File: src/rtl/mdiv_pkg.sv
package mdiv_pkg;
    typedef enum logic [1:0] {
        SRC_MCLK = 2'd0,
        SRC_BCLK = 2'd1,
        SRC_AUX  = 2'd2,
        SRC_NONE = 2'd3
    } src_e;

    typedef enum logic {
        ST_HOLD = 1'b0,
        ST_RUN  = 1'b1
    } mode_e;

    localparam int unsigned ACC_STEP = 2;
    localparam int unsigned SEL_W    = 2;
endpackage

File: src/rtl/src_pick.sv
module src_pick #(
    parameter int unsigned NSRC  = 3,
    parameter int unsigned SEL_W = 2
) (
    input  logic [NSRC-1:0]  ticks,
    input  logic [SEL_W-1:0] sel,
    output logic             pick
);
    logic [NSRC-1:0] hit;

    for (genvar i = 0; i < NSRC; i++) begin : g_src
        assign hit[i] = ticks[i] && (sel == SEL_W'(i));
    end

    assign pick = |hit;
endmodule

File: src/rtl/cfg_fsm.sv
module cfg_fsm
    import mdiv_pkg::*;
#(
    parameter int unsigned QCODE_W = 4,
    parameter int unsigned NSRC    = 3,
    localparam int unsigned QV_W   = QCODE_W + 1
) (
    input  logic               clk,
    input  logic               rst,
    input  logic [SEL_W-1:0]   src_sel,
    input  logic [QCODE_W-1:0] q_code,
    input  logic               half_ratio,
    input  logic               wrap,
    output logic               run,
    output logic               legal,
    output logic [SEL_W-1:0]   act_sel,
    output logic [QV_W-1:0]    act_q,
    output logic               cfg_err
);
    mode_e state, state_nxt;
    logic  load;

    assign legal = (src_sel < SEL_W'(NSRC)) && !(half_ratio && q_code[0]);
    assign run   = (state == ST_RUN);
    assign load  = (state == ST_HOLD) || wrap;

    always_comb begin
        state_nxt = state;
        unique case (state)
            ST_HOLD: state_nxt = legal ? ST_RUN : ST_HOLD;
            ST_RUN:  state_nxt = legal ? ST_RUN : ST_HOLD;
        endcase
    end

    always_ff @(posedge clk) begin
        if (rst) state <= ST_HOLD;
        else     state <= state_nxt;
    end

    always_ff @(posedge clk) begin
        if (rst) begin
            act_sel <= src_sel;
            act_q   <= {1'b0, q_code} + QV_W'(2);
            cfg_err <= 1'b0;
        end else begin
            cfg_err <= !legal;
            if (load) begin
                act_sel <= src_sel;
                act_q   <= {1'b0, q_code} + QV_W'(2);
            end
        end
    end


    cfg_latch_chk: assert property (@(posedge clk) disable iff (rst)
        $past(run && !wrap) |-> ($stable(act_q) && $stable(act_sel)));


    run_entry_chk: assert property (@(posedge clk) disable iff (rst)
        (state == ST_RUN) |-> $past(legal));
endmodule

File: src/rtl/frac_accum.sv
module frac_accum #(
    parameter int unsigned QV_W  = 5,
    parameter int unsigned ACC_W = 5,
    parameter int unsigned STEP  = 2
) (
    input  logic             clk,
    input  logic             rst,
    input  logic             clr,
    input  logic             adv,
    input  logic [QV_W-1:0]  q_val,
    output logic             wrap,
    output logic             pulse,
    output logic [ACC_W-1:0] acc
);
    logic [ACC_W-1:0] sum;
    logic [ACC_W-1:0] q_ext;

    assign q_ext = ACC_W'(q_val);
    assign sum   = acc + ACC_W'(STEP);
    assign wrap  = adv && (sum >= q_ext);

    always_ff @(posedge clk) begin
        if (rst || clr) begin
            acc   <= '0;
            pulse <= 1'b0;
        end else begin
            pulse <= wrap;
            if (adv) acc <= wrap ? (sum - q_ext) : sum;
        end
    end


    acc_bound_chk: assert property (@(posedge clk) disable iff (rst)
        acc < q_ext);


    pulse_src_chk: assert property (@(posedge clk) disable iff (rst)
        pulse |-> $past(adv));
endmodule

File: src/rtl/mclk_frac_div.sv
module mclk_frac_div
    import mdiv_pkg::*;
#(
    parameter int unsigned QCODE_W = 4,
    parameter int unsigned NSRC    = 3,
    localparam int unsigned QV_W   = QCODE_W + 1,
    localparam int unsigned ACC_W  = $clog2((2 ** QCODE_W) + ACC_STEP + 2)
) (
    input  logic               clk,
    input  logic               rst,
    input  logic               mclk_tick,
    input  logic               bclk_tick,
    input  logic               aux_tick,
    input  logic [1:0]         src_sel,
    input  logic [QCODE_W-1:0] q_code,
    input  logic               half_ratio,
    output logic               codec_tick,
    output logic               cfg_err
);
    logic [NSRC-1:0]  ticks;
    logic             pick, run, legal, wrap, adv, clr;
    logic [SEL_W-1:0] act_sel;
    logic [QV_W-1:0]  act_q;
    logic [ACC_W-1:0] acc;

    assign ticks = NSRC'({aux_tick, bclk_tick, mclk_tick});
    assign adv   = pick && run && legal;
    assign clr   = !(run && legal);

    src_pick #(.NSRC(NSRC), .SEL_W(SEL_W)) u_pick (
        .ticks (ticks),
        .sel   (act_sel),
        .pick  (pick)
    );

    cfg_fsm #(.QCODE_W(QCODE_W), .NSRC(NSRC)) u_fsm (
        .clk        (clk),
        .rst        (rst),
        .src_sel    (src_sel),
        .q_code     (q_code),
        .half_ratio (half_ratio),
        .wrap       (wrap),
        .run        (run),
        .legal      (legal),
        .act_sel    (act_sel),
        .act_q      (act_q),
        .cfg_err    (cfg_err)
    );

    frac_accum #(.QV_W(QV_W), .ACC_W(ACC_W), .STEP(ACC_STEP)) u_acc (
        .clk   (clk),
        .rst   (rst),
        .clr   (clr),
        .adv   (adv),
        .q_val (act_q),
        .wrap  (wrap),
        .pulse (codec_tick),
        .acc   (acc)
    );


    err_mute_chk: assert property (@(posedge clk) disable iff (rst)
        cfg_err |-> !codec_tick);


    rst_quiet_chk: assert property (@(posedge clk) disable iff (rst)
        $past(rst) |-> (!codec_tick && !cfg_err));


    hold_clear_chk: assert property (@(posedge clk) disable iff (rst)
        !run |-> (acc == '0));
endmodule

File: config.mk
export PLATFORM = sky130hd
export DESIGN_NAME = mclk_frac_div
export DESIGN_NICKNAME = d
export VERILOG_FILES = /design/src/rtl/mdiv_pkg.sv /design/src/rtl/src_pick.sv /design/src/rtl/cfg_fsm.sv /design/src/rtl/frac_accum.sv /design/src/rtl/mclk_frac_div.sv
export SDC_FILE = /design/constraint.sdc
export NUM_CORES = 1
export LEC_CHECK = 0
export ABC_AREA = 1
export BUFFER_PORTS_ARGS = -buffer_cell sky130_fd_sc_hd__buf_2
export CAP_MARGIN = 20
export CORE_UTILIZATION = 49
export CTS_CLUSTER_DIAMETER = 150
export DETAILED_ROUTE_END_ITERATION = 6
export GPL_TIMING_DRIVEN = 0
export HOLD_SLACK_MARGIN = 0.15
export PLACE_DENSITY = 0.73
export SETUP_SLACK_MARGIN = 0.4
export SLEW_MARGIN = 20
export SYNTH_ARGS = -nofsm -noshare
export SYNTH_HDL_FRONTEND = slang
export SYNTH_SLANG_ARGS = --single-unit
File: constraint.sdc
create_clock -name clk -period 2.1 [get_ports clk]
set_input_delay 0.21 -clock clk [delete_from_list [all_inputs] [get_ports clk]]
set_output_delay 0.21 -clock clk [all_outputs]
set_load 0.01 [all_outputs]
* After elaboration in Yosys (flattened, before gate mapping)
Index checks and enable logic that the tools add are counted.
** Word-level totals
- Register bits :: 15
- Bits in latches :: 0
- Bits in writable memories :: 0
- Memory bits (read-only) :: 0
- Input bits :: 12
- Word-level logic and storage cells :: 37
- Memories kept :: 0
** Cells by class
- $add $sub $neg :: 3
- Multiply operators :: 0
- Divide/modulo/power cells :: 0
- Order comparisons :: 2
- Equal/unequal tests :: 2
- Shift-type cells :: 0
- Muxes and demuxes :: 6
- Bitwise logic cells :: 1
- Reductions and logical operators :: 17
** Operators by type and width (count)
- $mux W5 :: 3
- $logic_and A1 B1 Y1 :: 9
- $add A4 B2 Y5 const B :: 1
- $add A5 B2 Y5 const B :: 1
- $ge A5 B5 Y1 :: 1
- $sub A5 B5 Y5 :: 1
- $mux W2 :: 2
- $logic_not A1 Y1 :: 3
- $reduce_or A3 Y1 :: 1
- $eq A2 B1 Y1 const B :: 1
- $eq A2 B2 Y1 const B :: 1
- $logic_not A2 Y1 :: 1
- $logic_or A1 B1 Y1 :: 2
- $lt A2 B2 Y1 const B :: 1
- $reduce_bool A2 Y1 :: 1
- $mux W1 :: 1
- $not A1 Y1 :: 1

* Logic depth before layout (Yosys ltp)
- Word-level depth :: 9
- Gate-level depth with buffers :: 13
- Gate-level depth less buffers :: 13

* Hierarchy
Synthesis repeated with hierarchy kept, for this count alone.
** Unflattened totals
- Cell total of the unflattened synthesis :: 107
- Area, all modules :: 889.6 µm²
** By module, submodules not included
- frac_accum :: instances 1, cells each 76, area an instance 525.5 µm²
- cfg_fsm :: instances 1, cells each 22, area an instance 320.3 µm²
- src_pick :: instances 1, cells each 6, area an instance 27.5 µm²
- mclk_frac_div :: instances 1, cells each 3, area an instance 16.3 µm²

* Worst setup path after synthesis
Ideal clock, no wire load.
- Path type :: register to register
- Start point :: register u_acc.acc[1]
- End point :: register u_fsm.act_q[0], enable pin
- Arrival time :: 1699 ps
- Required time :: 1811 ps
- Path slack :: 111 ps
- Stages on the path, launching flop included :: 11
- Buffers on the path :: 0
- Clock period less this slack :: 1989 ps
- Cells stage by stage :: dfxtp_1 -> ha_1 -> xnor2_1 -> inv_1 -> ha_1 -> nand2_1 -> nor2_1 -> nor2_1 -> nand2_4 -> nand2_4 -> nand2_1
** On the way
- Cells in the longest elaborated chain, start to end :: 5
** Ends and longest elaborated chain
- start: declaration :: line frac_accum.sv:13 : output logic [ACC_W-1:0] acc
- start signal: assignment :: line frac_accum.sv:28 : if (adv) acc <= wrap ? (sum - q_ext) : sum;
- $add A5 B2 Y5 :: line frac_accum.sv:19 : assign sum = acc + ACC_W'(STEP);
- $ge A5 B5 Y1 :: line frac_accum.sv:20 : assign wrap = adv && (sum >= q_ext);
- $logic_and A1 B1 Y1 :: line frac_accum.sv:20
- $logic_or A1 B1 Y1 :: line cfg_fsm.sv:25 : assign load = (state == ST_HOLD) || wrap;
- $reduce_bool A2 Y1 (no line)
- end signal: assignment :: line cfg_fsm.sv:43 : act_q <= {1'b0, q_code} + QV_W'(2);
- end signal: assignment :: line cfg_fsm.sv:49 : act_q <= {1'b0, q_code} + QV_W'(2);
- end: declaration :: line cfg_fsm.sv:17 : output logic [QV_W-1:0] act_q,
Every way passes these cells.
A chain may end at the register's enable or synchronous reset.

* Worst setup path after layout
- Start point :: register u_acc.acc[1]
- End point :: register u_acc.acc[4]
** On the way
- Cells in the longest elaborated chain, start to end :: 4
- Elaborated cells between the ends (all ways) :: 5
- Those cells by class :: 2 x add/sub; 1 x order compare; 1 x mux; 1 x reduce/logical
** Ends and longest elaborated chain (line)
- $add A5 B2 Y5 * :: frac_accum.sv:19
- $ge A5 B5 Y1 :: frac_accum.sv:20
- $logic_and A1 B1 Y1 :: frac_accum.sv:20
- $mux W5 * :: frac_accum.sv:28
Mark *: on every way between the ends. The rest lies on a longest branch, timed or not.

==> run_results.csv <==
group,metric,value,unit
timing,report.final.slew_viol_count,0,
placement,place.gp.congestion,0.744,
grt,grt.total_usage,0.196,
hold_path,hold_path.class,"in2reg",
power_and_ir_drop,leakage,0.567,nW
die,io_pins,14,
cells_and_area,multi_input_area,582,µm²
cells_and_area,drive_gt1_frac,0.350,
worst_setup_path,r2r-start,"u_acc.acc[1]$_SDFFE_PP0P_",
drt,vias,797,
clock_network,root_buffer,"clkbuf_4",
drt,initialDrtViolationCount,14,
power_and_ir_drop,powerDensity,519,nW/µm²
power_and_ir_drop,max-vdd-ir-drop,0.380,mV
worst_setup_path,arrival,2.06,ns
placement,dp_hpwl,1280,µm
clock_network,path_clk_slew,0.08,ns
synthesis,ys_top_cells_by_count,"nand2_1 (26), inv_1 (23), nor2_1 (11), nand3_1 (9), dfxtp_1 (8)",
grt,grt_pass1_vias,739,
die,initial_core_util,0.525,
drt,vias_per_cell,4.83,
placement,dpl_worst_slack,0.214,ns
power_and_ir_drop,p_clk_frac,0.249,
synthesis,avgSynthCellArea,8.02,µm²
job,drv_cap,0,
drt,wirelength,1810,µm
timing,setup_slack,0.247,ns
clock_network,h-tree-depth,1,
timing,worst_pin_slew,0.339,ns
drt,wire_per_inst,10.9,µm
drt,route.detailed.drc,0,
hold_path,min_to,"u_fsm.cfg_err$_SDFF_PP0_",
grt,antenna_found_initial,0,
die,die_width,45.0,µm
synthesis,ys_seq_area_frac,0.409,
timing,maxSlewHeadroom,0.773,
grt,overflow,0,
synthesis,syn_area,906,µm²
cells_and_area,ff_latch_area,379,µm²
worst_setup_path,end_kind,"flop",
timing,period_share,0.882,
cells_and_area,nNetsFinal,161,
worst_setup_path,reg2reg_to,"u_acc.acc[4]$_SDFFE_PP0P_",
timing,skew,0.00500,ns
die,die_area,2020,µm²
synthesis,synth.area.top_cells,"edfxtp_1 (23%), dfxtp_1 (18%), nand2_1 (11%)",
worst_setup_path,reg2regPathDepth,13,
cells_and_area,antenna_cells,0,
clock_network,cts_tree,"built",
worst_setup_path,crit_type,"reg2reg",
timing,setup_viol,0,
power_and_ir_drop,p_seq_frac,0.497,
synthesis,yosysMostFrequentCell,"nand2_1",
timing,clock.fmax,540,MHz
synthesis,yosys.area.top_type,"edfxtp_1",
synthesis,synth_cells,113,
clock_network,clockBufferDepth,2,
drt,drt_pass1_iterations,4,
synthesis,synth-edff-count,7,
synthesis,synth-seq-cells,15,
outcome,status,"finished, final reports clean",
power_and_ir_drop,finalPower,0.654,mW
timing,hold_violations,0,
power_and_ir_drop,combPwrFrac,0.254,
cells_and_area,area_growth,39.0,%
synthesis,synth_warnings,0,
cells_and_area,n_fill_cell,135,
hold_path,hold_start,"half_ratio",
power_and_ir_drop,switchingPower,0.188,mW
worst_setup_path,cp_max_fo,5,
clock_network,clock_latency,0.28,ns
synthesis,synth_ff_type,"dfxtp_1",
die,core-area,1730,µm²
power_and_ir_drop,switching_share,0.288,
worst_setup_path,startpoint_type,"flop",
worst_setup_path,worstPathRequired,2.31,ns
grt,grt_max_degree,9,
power_and_ir_drop,p_int,0.466,mW
synthesis,synthArstFlopShare,0,
timing,rsz0062_at_grt,"true",
timing,timing.final.crit_period,1.85,ns
synthesis,yosysUniqueCellTypes,21,
timing,tns,0,ns
drt,antenna_left,0,
die,die_y,45.0,µm
clock_network,cts_sinks,15,
placement,io_buffers,13,
grt,grt_pass1_wl,2870,µm
synthesis,yosysTopAreaCellShare,0.232,
clock_network,cts_buffers,3,
synthesis,syn-num-nets,133,
hold_path,hold_depth,3,
worst_setup_path,r2r_setup_slack,0.25,ns
die,std_cell_rows,15,
-- cells in the final DEF, fill, tap and decap left out, drive strengths merged --
master	synthesis	routed
nand2	30	30
inv	23	23
buf	0	19
nor2	12	12
nand3	10	10
dfxtp	8	8
edfxtp	7	7
ha	7	7
a21oi	6	6
dlygate4sd3	0	4
clkbuf	0	4
xor2	2	2
xnor2	2	2
o21bai	1	1
nand4	1	1
or2	1	1
o21ai	1	1
o211ai	1	1
fa	1	1
-- repair_timing --
| item | 4_1_cts | 5_1_grt |
|---|---|---|
| pin swaps | 9 | 9 |
| hold endpoints to repair | 5 | 0 |
| setup endpoints to repair | 13 | 13 |
| setup buffers | 5 | 1 |
| gates resized for setup | 7 | 9 |
| hold buffers | 4 | 0 |
-- area by class of cell --
type	count	share of cell area
timing repair buffer	23	0.122
inverter	23	0.0686
multi-input combinational	75	0.462
tap	25	0.0249
clock buffer	4	0.0209
sequential	15	0.301
-- flip-flops by register name (all words and copies together), names as in the netlist --
signal	cells
u_acc.acc	5
u_fsm.cfg_err	1
u_fsm.act_q	5
u_fsm.run	1
u_fsm.act_sel	2
u_acc.pulse	1
-- worst max path at each step --
stage | startpoint | endpoint | slack [ns] | depth (start not counted)
floorplan | u_acc.acc[1]$_SDFFE_PP0P_ | u_fsm.act_q[0]$_DFFE_PP_ | 0.37 | 10
global placement | u_acc.acc[1]$_SDFFE_PP0P_ | u_fsm.act_q[3]$_DFFE_PP_ | 0.23 | 9
detailed placement | u_acc.acc[1]$_SDFFE_PP0P_ | u_fsm.act_q[3]$_DFFE_PP_ | 0.21 | 9
CTS | u_acc.acc[2]$_SDFFE_PP0P_ | u_acc.acc[0]$_SDFFE_PP0P_ | 0.26 | 11
global route | u_acc.acc[1]$_SDFFE_PP0P_ | u_acc.acc[1]$_SDFFE_PP0P_ | 0.16 | 12
finish | u_acc.acc[1]$_SDFFE_PP0P_ | u_acc.acc[4]$_SDFFE_PP0P_ | 0.25 | 13
-- cell families (layout without fill, tap and decap cells) --
logic type | count (synthesis) | after routing | synth area share
AO/OA/AOI/OAI | 9 | 9 | 0.0594
buffers and inverters | 23 | 50 | 0.0953
XOR/XNOR | 4 | 4 | 0.0387
flip-flops | 15 | 15 | 0.409
AND/OR/NAND/NOR | 54 | 54 | 0.279
adder cells (fa/ha/maj) | 8 | 8 | 0.119
-- metrics by stage --
| stage | instance area, µm² | hold slack [ns] | util | instances |
|---|---|---|---|---|
| final | 1260 | 0.195 | 0.729 | 165 |
| after global routing | 1260 | 0.201 | 0.729 | 165 |
| after CTS | 1210 | 0.191 | 0.700 | 164 |
| after detailed placement | 1070 | 0.403 | 0.620 | 151 |
| after global placement | 1070 | 0.401 | 0.620 | 151 |
| after floorplan | 973 | 0.279 | - | 113 |
-- power by group through the flow --
stage	logic [mW]	clock network, mW	registers, mW
floorplan	0.100	0	0.333
global placement	0.128	0	0.334
detailed placement	0.132	0	0.334
CTS	0.151	0.166	0.325
global route	0.183	0.184	0.327
finish	0.166	0.163	0.325
-- routing by layer --
layer | GRT usage | up-vias | share of wire
met3 | 0.0360 | 4 | 0.026
li1 | - | 410 | -
met5 | 0 | - | 0
met4 | 0.0727 | 0 | 0.019
met1 | 0.237 | 365 | 0.42
met2 | 0.345 | 18 | 0.53
-- critical path, stage by stage, from the launching register on --
cell and delay, ns:
dfxtp_4 0.37, ha_4 0.17, xnor2_4 0.17, inv_2 0.06, ha_4 0.27, nand2_4 0.06
nor2_4 0.07, nor2_2 0.05, nand2_4 0.12, nand2_8 0.08, buf_4 0.14, nand2_1 0.05
nand2_1 0.05, a21oi_1 0.11
Power figures use the tool's default switching activity.
